==> src/rtl/aud_tmr_pkg.sv <==
package aud_tmr_pkg;

  typedef logic [7:0] per_t;
  typedef logic [8:0] stage_t;
  typedef logic [3:0] cnt_t;

  // stored period to effective period; 0 stands for 256
  function automatic stage_t eff_period(input per_t p);
    return (p == 8'd0) ? 9'd256 : {1'b0, p};
  endfunction

  // true when one more step completes a period
  function automatic logic stage_done(input stage_t s, input stage_t per);
    return (s + 9'd1) >= per;
  endfunction

  // next output counter: a clear wins over the old value, an increment still lands
  function automatic cnt_t cnt_after(input cnt_t c, input logic clr, input logic inc);
    cnt_t base;
    base = clr ? 4'd0 : c;
    return inc ? base + 4'd1 : base;
  endfunction

endpackage

==> src/rtl/aud_tmr_prescaler.sv <==
module aud_tmr_prescaler #(
  parameter int DIV = 128
) (
  input  logic clk,
  input  logic rst_n,
  input  logic en_i,
  input  logic restart_i,
  output logic tick_o
);
  localparam int PW = (DIV > 1) ? $clog2(DIV) : 1;
  localparam logic [PW-1:0] LAST = PW'(DIV - 1);

  logic [PW-1:0] div_q;

  assign tick_o = en_i && !restart_i && (div_q == LAST);

  always_ff @(posedge clk) begin
    if (!rst_n) begin
      div_q <= '0;
    end else if (!en_i || restart_i) begin
      div_q <= '0;
    end else if (div_q == LAST) begin
      div_q <= '0;
    end else begin
      div_q <= div_q + 1'b1;
    end
  end

  // the divider never runs past its last state
  p_div_range_r1: assert property (@(posedge clk) disable iff (!rst_n)
    tick_o |=> (div_q == '0));

  // a restart leaves the divider at zero
  p_div_restart_r7: assert property (@(posedge clk) disable iff (!rst_n)
    restart_i |=> (div_q == '0));

endmodule

==> src/rtl/aud_tmr_stage.sv <==
module aud_tmr_stage
  import aud_tmr_pkg::*;
(
  input  logic clk,
  input  logic rst_n,
  input  logic restart_i,
  input  logic tick_i,
  input  logic per_wr_i,
  input  per_t per_data_i,
  output logic inc_o
);
  per_t   per_q;
  stage_t stage_q;
  stage_t per_eff;

  assign per_eff = eff_period(per_q);
  assign inc_o   = tick_i && stage_done(stage_q, per_eff);

  always_ff @(posedge clk) begin
    if (!rst_n) begin
      per_q <= '0;
    end else if (per_wr_i) begin
      per_q <= per_data_i;
    end
  end

  always_ff @(posedge clk) begin
    if (!rst_n) begin
      stage_q <= '0;
    end else if (restart_i) begin
      stage_q <= '0;
    end else if (tick_i) begin
      stage_q <= inc_o ? 9'd0 : stage_q + 9'd1;
    end
  end

  // a completed period leaves the stage count at zero
  p_stage_wrap_r2: assert property (@(posedge clk) disable iff (!rst_n)
    inc_o |=> (stage_q == 9'd0));

  // without a step the stage count holds
  p_stage_hold_r1: assert property (@(posedge clk) disable iff (!rst_n)
    (!tick_i && !restart_i) |=> $stable(stage_q));

  // an enable rise clears the stage count
  p_stage_restart_r7: assert property (@(posedge clk) disable iff (!rst_n)
    restart_i |=> (stage_q == 9'd0));

endmodule

==> src/rtl/aud_tmr_counter.sv <==
module aud_tmr_counter
  import aud_tmr_pkg::*;
(
  input  logic clk,
  input  logic rst_n,
  input  logic en_i,
  input  logic restart_i,
  input  logic inc_i,
  input  logic rd_i,
  input  logic clr_i,
  output cnt_t cnt_o
);
  cnt_t cnt_q;
  logic zap;

  assign zap   = rd_i || clr_i;
  assign cnt_o = cnt_q;

  always_ff @(posedge clk) begin
    if (!rst_n) begin
      cnt_q <= '0;
    end else if (restart_i) begin
      cnt_q <= '0;
    end else begin
      cnt_q <= cnt_after(cnt_q, zap, inc_i);
    end
  end

  // a read without an increment empties the counter
  p_rd_clear_r5: assert property (@(posedge clk) disable iff (!rst_n)
    (rd_i && !inc_i) |=> (cnt_q == 4'd0));

  // a read that meets an increment leaves exactly one count
  p_rd_tick_r9: assert property (@(posedge clk) disable iff (!rst_n)
    (rd_i && inc_i && !restart_i) |=> (cnt_q == 4'd1));

  // fifteen plus one gives zero
  p_wrap_r4: assert property (@(posedge clk) disable iff (!rst_n)
    (inc_i && !zap && !restart_i && cnt_q == 4'd15) |=> (cnt_q == 4'd0));

  // a disabled timer's counter holds unless read or cleared
  p_disabled_hold_r8: assert property (@(posedge clk) disable iff (!rst_n)
    (!en_i && !zap) |=> $stable(cnt_q));

  // an enable rise empties the counter
  p_restart_r7: assert property (@(posedge clk) disable iff (!rst_n)
    restart_i |=> (cnt_q == 4'd0));

endmodule

==> src/rtl/aud_interval_timers.sv <==
module aud_interval_timers
  import aud_tmr_pkg::*;
#(
  parameter int                  NUM_TMR   = 3,
  parameter int                  SLOW_DIV  = 128,
  parameter int                  FAST_DIV  = 16,
  parameter logic [NUM_TMR-1:0]  FAST_MASK = 3'b100
) (
  input  logic               clk,
  input  logic               rst_n,
  input  logic [NUM_TMR-1:0] tmr_en,
  input  logic [NUM_TMR-1:0] per_wr,
  input  logic [7:0]         per_data,
  input  logic [NUM_TMR-1:0] cnt_rd,
  input  logic [NUM_TMR-1:0] cnt_clr,
  output logic [3:0]         rd_data
);
  logic [NUM_TMR-1:0] en_q;
  logic [NUM_TMR-1:0] restart;
  logic [NUM_TMR-1:0] step;
  logic [NUM_TMR-1:0] inc;
  cnt_t               cnt [NUM_TMR];

  assign restart = tmr_en & ~en_q;

  always_ff @(posedge clk) begin
    if (!rst_n) begin
      en_q <= '0;
    end else begin
      en_q <= tmr_en;
    end
  end

  for (genvar i = 0; i < NUM_TMR; i++) begin : g_tmr
    localparam int DIV_I = FAST_MASK[i] ? FAST_DIV : SLOW_DIV;

    aud_tmr_prescaler #(.DIV(DIV_I)) u_pre (
      .clk       (clk),
      .rst_n     (rst_n),
      .en_i      (tmr_en[i]),
      .restart_i (restart[i]),
      .tick_o    (step[i])
    );

    aud_tmr_stage u_stage (
      .clk        (clk),
      .rst_n      (rst_n),
      .restart_i  (restart[i]),
      .tick_i     (step[i]),
      .per_wr_i   (per_wr[i]),
      .per_data_i (per_data),
      .inc_o      (inc[i])
    );

    aud_tmr_counter u_cnt (
      .clk       (clk),
      .rst_n     (rst_n),
      .en_i      (tmr_en[i]),
      .restart_i (restart[i]),
      .inc_i     (inc[i]),
      .rd_i      (cnt_rd[i]),
      .clr_i     (cnt_clr[i]),
      .cnt_o     (cnt[i])
    );
  end

  always_comb begin
    rd_data = '0;
    for (int i = 0; i < NUM_TMR; i++) begin
      if (cnt_rd[i]) rd_data = rd_data | cnt[i];
    end
  end

  // a disabled timer never produces a prescaled step
  p_no_step_off_r8: assert property (@(posedge clk) disable iff (!rst_n)
    ((~tmr_en) & step) == '0);

  // counter increments arise only from prescaled steps
  p_inc_needs_step_r2: assert property (@(posedge clk) disable iff (!rst_n)
    (inc & ~step) == '0);

endmodule

==> config.mk <==
export PLATFORM = sky130hd
export DESIGN_NAME = aud_interval_timers
export DESIGN_NICKNAME = d
export VERILOG_FILES = /design/src/rtl/aud_tmr_pkg.sv /design/src/rtl/aud_tmr_prescaler.sv /design/src/rtl/aud_tmr_stage.sv /design/src/rtl/aud_tmr_counter.sv /design/src/rtl/aud_interval_timers.sv
export SDC_FILE = /design/constraint.sdc
export NUM_CORES = 1
export LEC_CHECK = 0
export BUFFER_PORTS_ARGS = -buffer_cell sky130_fd_sc_hd__buf_2
export CORE_ASPECT_RATIO = 0.6
export CORE_MARGIN = 2
export CORE_UTILIZATION = 40
export DETAILED_ROUTE_END_ITERATION = 10
export GPL_ROUTABILITY_DRIVEN = 0
export PLACE_DENSITY_LB_ADDON = 0.2
export SLEW_MARGIN = 30
export SYNTH_ARGS = -nofsm -noshare
export SYNTH_HDL_FRONTEND = slang
export SYNTH_HIERARCHICAL = 1
export SYNTH_SLANG_ARGS = --single-unit
==> constraint.sdc <==
create_clock -name clk -period 2.9 [get_ports clk]
set_clock_uncertainty 0.2 [all_clocks]
set_input_delay 0.29 -clock clk [delete_from_list [all_inputs] [get_ports clk]]
set_output_delay 0.29 -clock clk [all_outputs]
set_load 0.02 [all_outputs]
==> reports/results.ini, run 1 <==
[placed_design]
dp_hpwl_mm=8.28
io_buffers=25
place_ws_ns=-0.121

[cts]
clk_latency_ns=0.35
htree_levels=3
clock_path_buffers=2
cts_buffers=9
cts-root-buf=clkbuf_16
cts_tree=done
path_clk_slew_ns=0.06
cts.sinks=84

[layout]
utilization_pct=52.1
final_common_cell=dfxtp_1
drive_gt1_share_pct=26.2
area_delta_synth_final_pct=26.5
final_cell_mix=70 x dfxtp_1, 45 x nand2_1, 44 x inv_1, 38 x buf_4, 31 x nor2b_1
finish.net_count=641
antenna_cells=0
nFillCells=1063

[timing]
final_hold_viol_count=0
drv_slew=0
period_share_pct=100
min_period_ns=2.91
worst_slack_ns=-0.0123
rsz0062_at_grt=yes
slew_headroom_pct=57.7
tns_ns=-0.0123
worst_slew_pin_slew_ns=0.633
holdWs_ns=0.00222
fmax_mhz=343
setup_viol=1

[pwr]
p_leak_nw=2.44
power_density_nw_per_um2=438
peakVddDrop_v=0.000295

[run_status]
violations=setup timing
status=finished with violations

[synthesis]
synth-edff-count=0
netlist-cell-type-count=51
synthArstFlopShare_pct=0
ys_seq_area_share_pct=36.0
yosysTopAreaCellShare_pct=36.0
synth_top_cell_by_area=dfxtp_1
synth.avg_cell_area_um2=9.04
ys_ff_latch=84
synth_area_leaders=dfxtp_1 36%, ha_1 9.7%, mux2i_1 5.8%
synthesis.area_um2=4670
syn_nets=574
synth-main-ff-cell=dfxtp_1
yosys_warnings=6
netlist_instances=516

[hold_path]
hp-start=tmr_en[1]
hold_path_class=in -> reg

[route]
drtAntennaViolNets=0
wirelength_mm=11.2
drt_iter0_markers=157
drcViolationCount=0
vias=3827
wl_per_cell_um=15.0
firstDrtPassIters=5
via_per_inst=5.12

[grt]
grt_pass1_vias=3617
grt_usage_pct=17.8
grt_antenna_before_repair=0
grt_overflow=0
grt_max_degree=18
grt_pass1_wl_mm=17.7

[floorplan]
die_h_um=87.7
start_util_pct=41.2
ios=26
die_area_um2=12600
fp.dieW_um=143
rows=30
coreArea_um2=11300

[worst_setup_path]
rr_startpoint=g_tmr[1].u_stage/stage_q[0]
startpoint_type=register
critical_path.endpoint_type=register
path_class=reg -> reg
crit_required_ns=2.95
worstSetupStartpoint=g_tmr[1].u_stage/stage_q[0]
crit_arrival_ns=2.96
critical_path.max_fanout=3

[run]
cap_violations=0

-- critical path: stages (launching register included) --
cell and delay, ns:
dfxtp_4 0.37, ha_4 0.16, nand3_4 0.12, nor3_4 0.24
xnor2_1 0.17, inv_1 0.11, ha_4 0.29, and2_4 0.17
o2111ai_4 0.14, o21ai_2 0.23, and2_4 0.19, nand4_1 0.11
xor2_1 0.17, nor4_2 0.14
-- layer usage --
layer	vias to the layer above	share of wire, %	GRT usage (%)
met2	75	43	26.2
met3	8	4.3	5.08
li1	1951	-	-
met4	0	0.76	4.10
met5	-	0	0
met1	1793	52	25.9
-- worst paths after layout --
kind	slack, ns	endpoint	cells after the start
hold reg to reg	0.25	g_tmr[0].u_pre/div_q[0]	1
hold / removal	0.002	en_q[1]	2
setup reg to reg	-0.01	g_tmr[1].u_cnt/cnt_o[3]	13
setup / recovery	-0.01	g_tmr[1].u_cnt/cnt_o[3]	13
-- power by group --
group / switching, mW / leakage [nW] / internal (mW)
Clock: 0.487 / 0.134 / 0.627
Combinational: 0.149 / 1.62 / 0.123
Sequential: 0.0194 / 0.690 / 1.18
-- sequential cells by signal (all words and copies together), names as in the netlist --
| register | count |
|---|---|
| g_tmr.u_stage/stage_q | 27 |
| g_tmr.u_stage/per_q | 24 |
| g_tmr.u_pre/div_q | 18 |
| en_q | 3 |
| g_tmr.u_cnt/cnt_o | 12 |
-- synth_stat cells (all sizes together), types with 3 or more instances --
master,count
dfxtp,84
nand2,47
inv,45
ha,36
nor2b,31
nor2,29
mux2i,27
nand3,23
xnor2,21
xor2,17
nor4,13
o21ai,12
and2,10
clkbuf,10
nor3b,10
o32ai,10
a21oi,9
and3,8
nand2b,8
nor3,8
or3,7
nand4,5
o31ai,5
a222oi,4
o221ai,4
and4b,3
buf,3
o21a,3
-- layout make-up --
type / count / area (um^2) / share of cell area [%]
Multi-Input combinational cell: 374 / 3070 / 52.0
Sequential cell: 84 / 1700 / 28.8
Timing Repair Buffer: 69 / 472 / 7.99
Inverter: 45 / 169 / 2.86
Clock inverter: 5 / 36.3 / 0.615
Tap cell: 160 / 200 / 3.39
Clock buffer: 11 / 253 / 4.28
-- through the flow --
step	power (mW)	area, um^2	std cells
2_1_floorplan	1.37	4740	516
3_3_place_gp	1.46	5220	715
3_5_place_dp	1.47	5220	715
4_1_cts	2.59	5600	740
5_1_grt	2.68	5900	748
6_report	2.58	5900	748
-- kinds of logic after synthesis --
family	after synthesis	share of synthesized area, %
AOI/OAI and AO/OA	64	11.7
xor gates and xnor gates	38	7.13
adders and majority gates	36	9.65
buffers and inverters	58	4.75
DFF	84	36.0
muxes	27	5.79
and+or+nand+nor	209	24.9
-- timing repair --
| action | CTS | global route |
|---|---|---|
| endpoints found under the setup margin | 7 | 20 |
| endpoints found under the hold margin | 5 | 0 |
| cloned | 0 | 0 |
| hold buffers | 5 | 0 |
| buffers inserted | 4 | 8 |
| pin swaps | 6 | 17 |
| gates resized for setup | 3 | 45 |
Note: power is estimated with default switching activity, not from simulation.
==> inputs of run 2 (changes only) <==
ABC_AREA = 1   (was default)
CORE_MARGIN = default   (was 2)
SYNTH_HIERARCHICAL = default   (was 1)
==> run 2 against run 1 <==
  * The run now ends clean
  * Combinational power shrank 28%
  * Sequential power is essentially flat
  * Count of clock-buffer cells in the layout is the same
  * Hold slack gained 0.0082 ns
  * Worst setup slack gained 0.24 ns
  * Highest routed layer unchanged
  * Final cell count grew 10%
  * Total power grew 2.3%
  * Non-clock buffer count shrank 36
  * Core utilization shrank 3.6 points
==> reports/results.ini, run 2 <==
[layout]
largest_register=g_tmr.u_stage.stage_q
area_delta_synth_final_pct=14.4
finish.net_count=738
utilization_pct=48.4
final_common_cell=nand2_1
largest_reg_flops=27
drive_gt1_share_pct=10.7
final_cell_mix=132 x nand2_1, 96 x inv_1, 83 x dfxtp_1, 71 x a21oi_1, 62 x nor2_1
antenna_cells=0
reg_top3=g_tmr.u_stage.stage_q x27, g_tmr.u_stage.per_q x24, g_tmr.u_pre.div_q x18
nFillCells=1082

[cts]
clk_latency_ns=0.34
clock_path_buffers=2
htree_levels=3
cts.sinks=84
cts_buffers=9
path_clk_slew_ns=0.06
cts-root-buf=clkbuf_16
cts_tree=done

[worst_setup_path]
startpoint_type=register
crit_required_ns=2.90
path_class=reg -> reg
max_stage_delay_ns=0.37
critical_path.max_fanout=9
critical_path.endpoint_type=register
crit_top_cell=nand2_1
cp_slowest_cell=dfxtp_1
cp_cell_sequence=ha_1 -> nand3_2 -> nor2_4 -> nand2_1 -> nand2_1 -> nand2_1 -> ha_1 -> nand2_1 -> nor2_2 -> nand2_1 -> nor2_1 -> nor2_4 -> nand2_2 -> nand2_1 -> nand2_1 -> a21oi_1
crit_arrival_ns=2.67

[synthesis]
synth.most_common_cell=nand2_1
synthesis.area_um2=4610
synth-main-ff-cell=dfxtp_1
synth_top_cell_by_area=dfxtp_1
yosysTopAreaCellShare_pct=36.5
ys_ff_latch=84
netlist-cell-type-count=34
synth-edff-count=0
ys_seq_area_share_pct=36.5
synth_common_cells=133 x nand2_1, 96 x inv_1, 84 x dfxtp_1
syn_nets=704
synth.avg_cell_area_um2=7.13
synthArstFlopShare_pct=0
yosys_warnings=0
netlist_instances=646
synth_area_leaders=dfxtp_1 37%, nand2_1 11%, ha_1 9.8%

[floorplan]
ios=26
start_util_pct=42.3
die_area_um2=12000
rows=29
coreArea_um2=10900
die_h_um=85.1
fp.dieW_um=141

[pwr]
p_leak_nw=2.33
totalPowerFinal_mw=2.64
power_density_nw_per_um2=501
peakVddDrop_v=0.000383

[placed_design]
io_buffers=25
dp_hpwl_mm=8.07

[grt]
grt_max_degree=31
grt_pass1_vias=3639
grt_antenna_before_repair=0
grt_overflow=0
grt_pass1_wl_mm=17.3
grt_usage_pct=18.5

[route]
drcViolationCount=0
vias=4108
firstDrtPassIters=5
drt_iter0_markers=193
highest_layer=met4
via_per_inst=4.99
wl_per_cell_um=12.5
met1_length_mm=5.43
dr_wl_met2_mm=4.23
wirelength_mm=10.3
drtAntennaViolNets=0
route.met3.wl_um=490

[hold_path]
hold_path_class=in -> reg

[timing]
worst_slew_pin_slew_ns=0.586
drv_slew=0
min_period_ns=2.67
fmax_mhz=374
period_share_pct=92.1
setup_viol=0
slew_headroom_pct=60.8
final_hold_viol_count=0
holdWs_ns=0.0104

[run]
cap_violations=0

[run_status]
status=completed

-- run 2: changes by cell type after synthesis, moves of 10 or more --
| cell | change |
|---|---|
| nand3_1 | +20 |
| nand2_1 | +86 |
| mux2i_1 | -27 |
| a21oi_1 | +64 |
| nand4_1 | +11 |
| nor2b_1 | -31 |
| xnor2_1 | -12 |
| inv_1 | +51 |
| o32ai_1 | -10 |
| nor2_1 | +35 |
| o21ai_0 | +19 |
-- run 2: final timing paths --
path | start | to | slack, ns | depth (start not counted)
setup / recovery | g_tmr[0].u_stage.stage_q[0] | g_tmr[0].u_cnt.cnt_o[1] | 0.23 | 16
hold / removal | per_wr[1] | g_tmr[1].u_stage.per_q[0] | 0.01 | 3
setup reg to reg | g_tmr[0].u_stage.stage_q[0] | g_tmr[0].u_cnt.cnt_o[1] | 0.23 | 16
hold reg to reg | g_tmr[1].u_pre.div_q[0] | g_tmr[1].u_pre.div_q[0] | 0.26 | 1
-- run 2: cell families (layout without fill, tap and decap cells) --
family                   count (synthesis)  in the layout  share of synthesized area (%)
AND/OR/NAND/NOR                        291            291                           28.6
buffers and inverters                  108            147                           9.21
AO/OA/AOI/OAI                          102            102                           11.1
flip-flops                              84             84                           36.5
adder cells (fa/ha/maj)                 36             36                           9.78
XOR/XNOR                                25             25                           4.75
-- run 2: per-stage QoR --
step,worst slack (ns),instances,TNS (ns),cell area [um^2]
global placement,0.0689,803,0,4870
finish,0.228,824,0,5270
floorplan,0.484,646,0,4610
global route,-0.00128,824,-0.00128,5270
detailed placement,0.0125,803,0,4870
CTS,0.0424,822,0,5230
-- run 2: where the power goes --
part | switching [mW] | leakage (nW) | internal (mW)
Sequential | 0.0151 | 0.684 | 1.18
Combinational | 0.129 | 1.49 | 0.0664
Clock | 0.469 | 0.152 | 0.781
Total | 0.613 | 2.33 | 2.03
-- run 2: area by class of cell --
cell class	instances	area (um^2)	share of cell area (%)
Timing Repair Buffer	33	193	3.66
Clock inverter	5	83.8	1.59
Inverter	98	369	7.00
Clock buffer	11	243	4.60
Sequential cell	84	1680	31.9
Multi-Input combinational cell	454	2530	47.9
Tap cell	139	174	3.30
-- run 2: metal layers --
| layer | track usage (%) | vias to the layer above |
|---|---|---|
| met1 | 25.8 | 1846 |
| met3 | 4.46 | 16 |
| met5 | 0 | - |
| li1 | - | 2154 |
| met2 | 27.5 | 92 |
| met4 | 7.02 | 0 |
-- run 2: what timing repair did --
| item | CTS | global route |
|---|---|---|
| hold buffers | 3 | 0 |
| pin swaps | 0 | 1 |
| hold endpoints to repair | 3 | 0 |
| endpoints found under the setup margin | 1 | 18 |
| resized for setup | 1 | 6 |
| buffers inserted | 0 | 2 |
-- run 2: critical path: cells and delay by family, from the launching register on --
kind	cells	cell delay, ns
and+or+nand+nor	13	1.37
adders and majority gates	2	0.52
DFF	1	0.37
AOI/OAI and AO/OA	1	0.06
==> inputs of run 3 (changes only) <==
CELL_PAD_IN_SITES_DETAIL_PLACEMENT = 2   (was default)
CELL_PAD_IN_SITES_GLOBAL_PLACEMENT = 2   (was default)
CORE_ASPECT_RATIO = 0.5   (was 0.6)
CORE_UTILIZATION = 30   (was 40)
==> run 3 against run 2 <==
  * Maximum frequency increased by 1.9%
  * Via count increased by 2.1%
  * Routed wire length increased by 24%
  * Sequential cell count unchanged
  * Worst setup slack improved by 0.050 ns
  * Clock power increased by 4%
  * Register-to-register slack improved by 0.05 ns
  * First-iteration DRC count decreased by 55%
  * Combinational power increased by 2%
==> reports/results.ini, run 3 (synthesis results as in run 2) <==
[layout]
final_common_cell=nand2_1
multiInputGateArea_um2=2540
largest_register=g_tmr.u_stage.stage_q
drive_gt1_share_pct=11.4
register_area_um2=1680
reg_top3=g_tmr.u_stage.stage_q x27, g_tmr.u_stage.per_q x24, g_tmr.u_pre.div_q x18
finish.net_count=740
antenna_cells=0
final_cell_mix=131 x nand2_1, 96 x inv_1, 83 x dfxtp_1, 71 x a21oi_1, 63 x nor2_1
largest_reg_flops=27
utilization_pct=36.5
nFillCells=1776
area_delta_synth_final_pct=16.8

[worst_setup_path]
crit_arrival_ns=2.69
critical_path.endpoint_type=register
crit_required_ns=2.96
critical_path.max_fanout=4
startpoint_type=register
path_class=reg -> reg

[route]
drtAntennaViolNets=0
drt_iter0_markers=86
via_per_inst=4.74
wl_per_cell_um=14.4
firstDrtPassIters=4
wirelength_mm=12.8
drcViolationCount=0
vias=4193

[timing]
drv_slew=0
min_period_ns=2.62
worst_slack_ns=0.278
period_share_pct=90.4
final_hold_viol_count=0
worst_slew_pin_slew_ns=0.457
tns_ns=0
setup_viol=0
holdWs_ns=0.0141
fmax_mhz=381
slew_headroom_pct=69.5
rsz0062_at_grt=no

[pwr]
power_density_nw_per_um2=501
peakVddDrop_v=0.000335
totalPowerFinal_mw=2.69
p_leak_nw=2.34

[floorplan]
ios=26
die_h_um=89.6
coreArea_um2=14700
rows=31
fp.dieW_um=177
die_area_um2=15900
start_util_pct=31.3

[grt]
grt_pass1_vias=4390
grt_overflow=0
grt_usage_pct=17.1
grt_pass1_wl_mm=21.2
grt_antenna_before_repair=0
grt_max_degree=18

[placed_design]
dp_hpwl_mm=10.1
io_buffers=25
place_ws_ns=0.0780

[cts]
clk_latency_ns=0.34
cts-root-buf=clkbuf_16
htree_levels=3
path_clk_slew_ns=0.07
cts_tree=done
cts.sinks=84
cts_buffers=9
clock_path_buffers=2

[run_status]
status=completed

[hold_path]
hold_path_class=in -> reg

[run]
cap_violations=0

run 3: worst paths after layout:
path | start | to | slack, ns | depth (start not counted)
max | g_tmr[2].u_stage.stage_q[0] | g_tmr[2].u_cnt.cnt_o[0] | 0.28 | 14
min | tmr_en[1] | en_q[1] | 0.01 | 3
max reg2reg | g_tmr[2].u_stage.stage_q[0] | g_tmr[2].u_cnt.cnt_o[0] | 0.28 | 14
min reg2reg | g_tmr[1].u_pre.div_q[0] | g_tmr[1].u_pre.div_q[0] | 0.25 | 1
run 3: timing repair:
action,4_1_cts,5_1_grt
hold buffers,2,0
buffers inserted,0,2
endpoints found under the setup margin,0,31
endpoints found under the hold margin,2,0
resized for setup,0,9
run 3: worst max-delay path, cell delays in order (launching register included):
cell and delay (ns):
dfxtp_2 0.37, ha_1 0.19, nand3_1 0.12, nor2_1 0.15, nand3_1 0.14, xor2_2 0.18, ha_1 0.31, nand2_1 0.11
inv_1 0.05, a21oi_1 0.15, nand4_1 0.16, nand2_2 0.12, buf_4 0.13, nand2_1 0.05, a21oi_1 0.12
run 3: layer usage:
layer	up-vias	wire, um	global-route usage [%]
met2	21	5810	29.3
met4	0	78	4.27
met1	2015	6690	22.4
met5	-	0	0
met3	4	203	3.20
li1	2153	-	-
run 3: report_power, final:
part           switching (mW)  internal, mW
Clock                   0.494         0.804
Combinational           0.135        0.0649
Sequential             0.0158          1.18
run 3: stage by stage:
step                      std cells  cell area, um^2
after global placement          865             4970
after floorplan                 646             4610
after detailed placement        865             4970
after global routing            885             5380
final                           885             5380
after CTS                       883             5330
run 3: layout make-up:
class	instances	area share, %
inverters	98	6.86
clock buffers	11	4.70
flip-flops and latches	84	31.3
multi-input cells	454	47.2
clock inverters	5	1.56
repair buffers	35	3.81
well taps	198	4.60
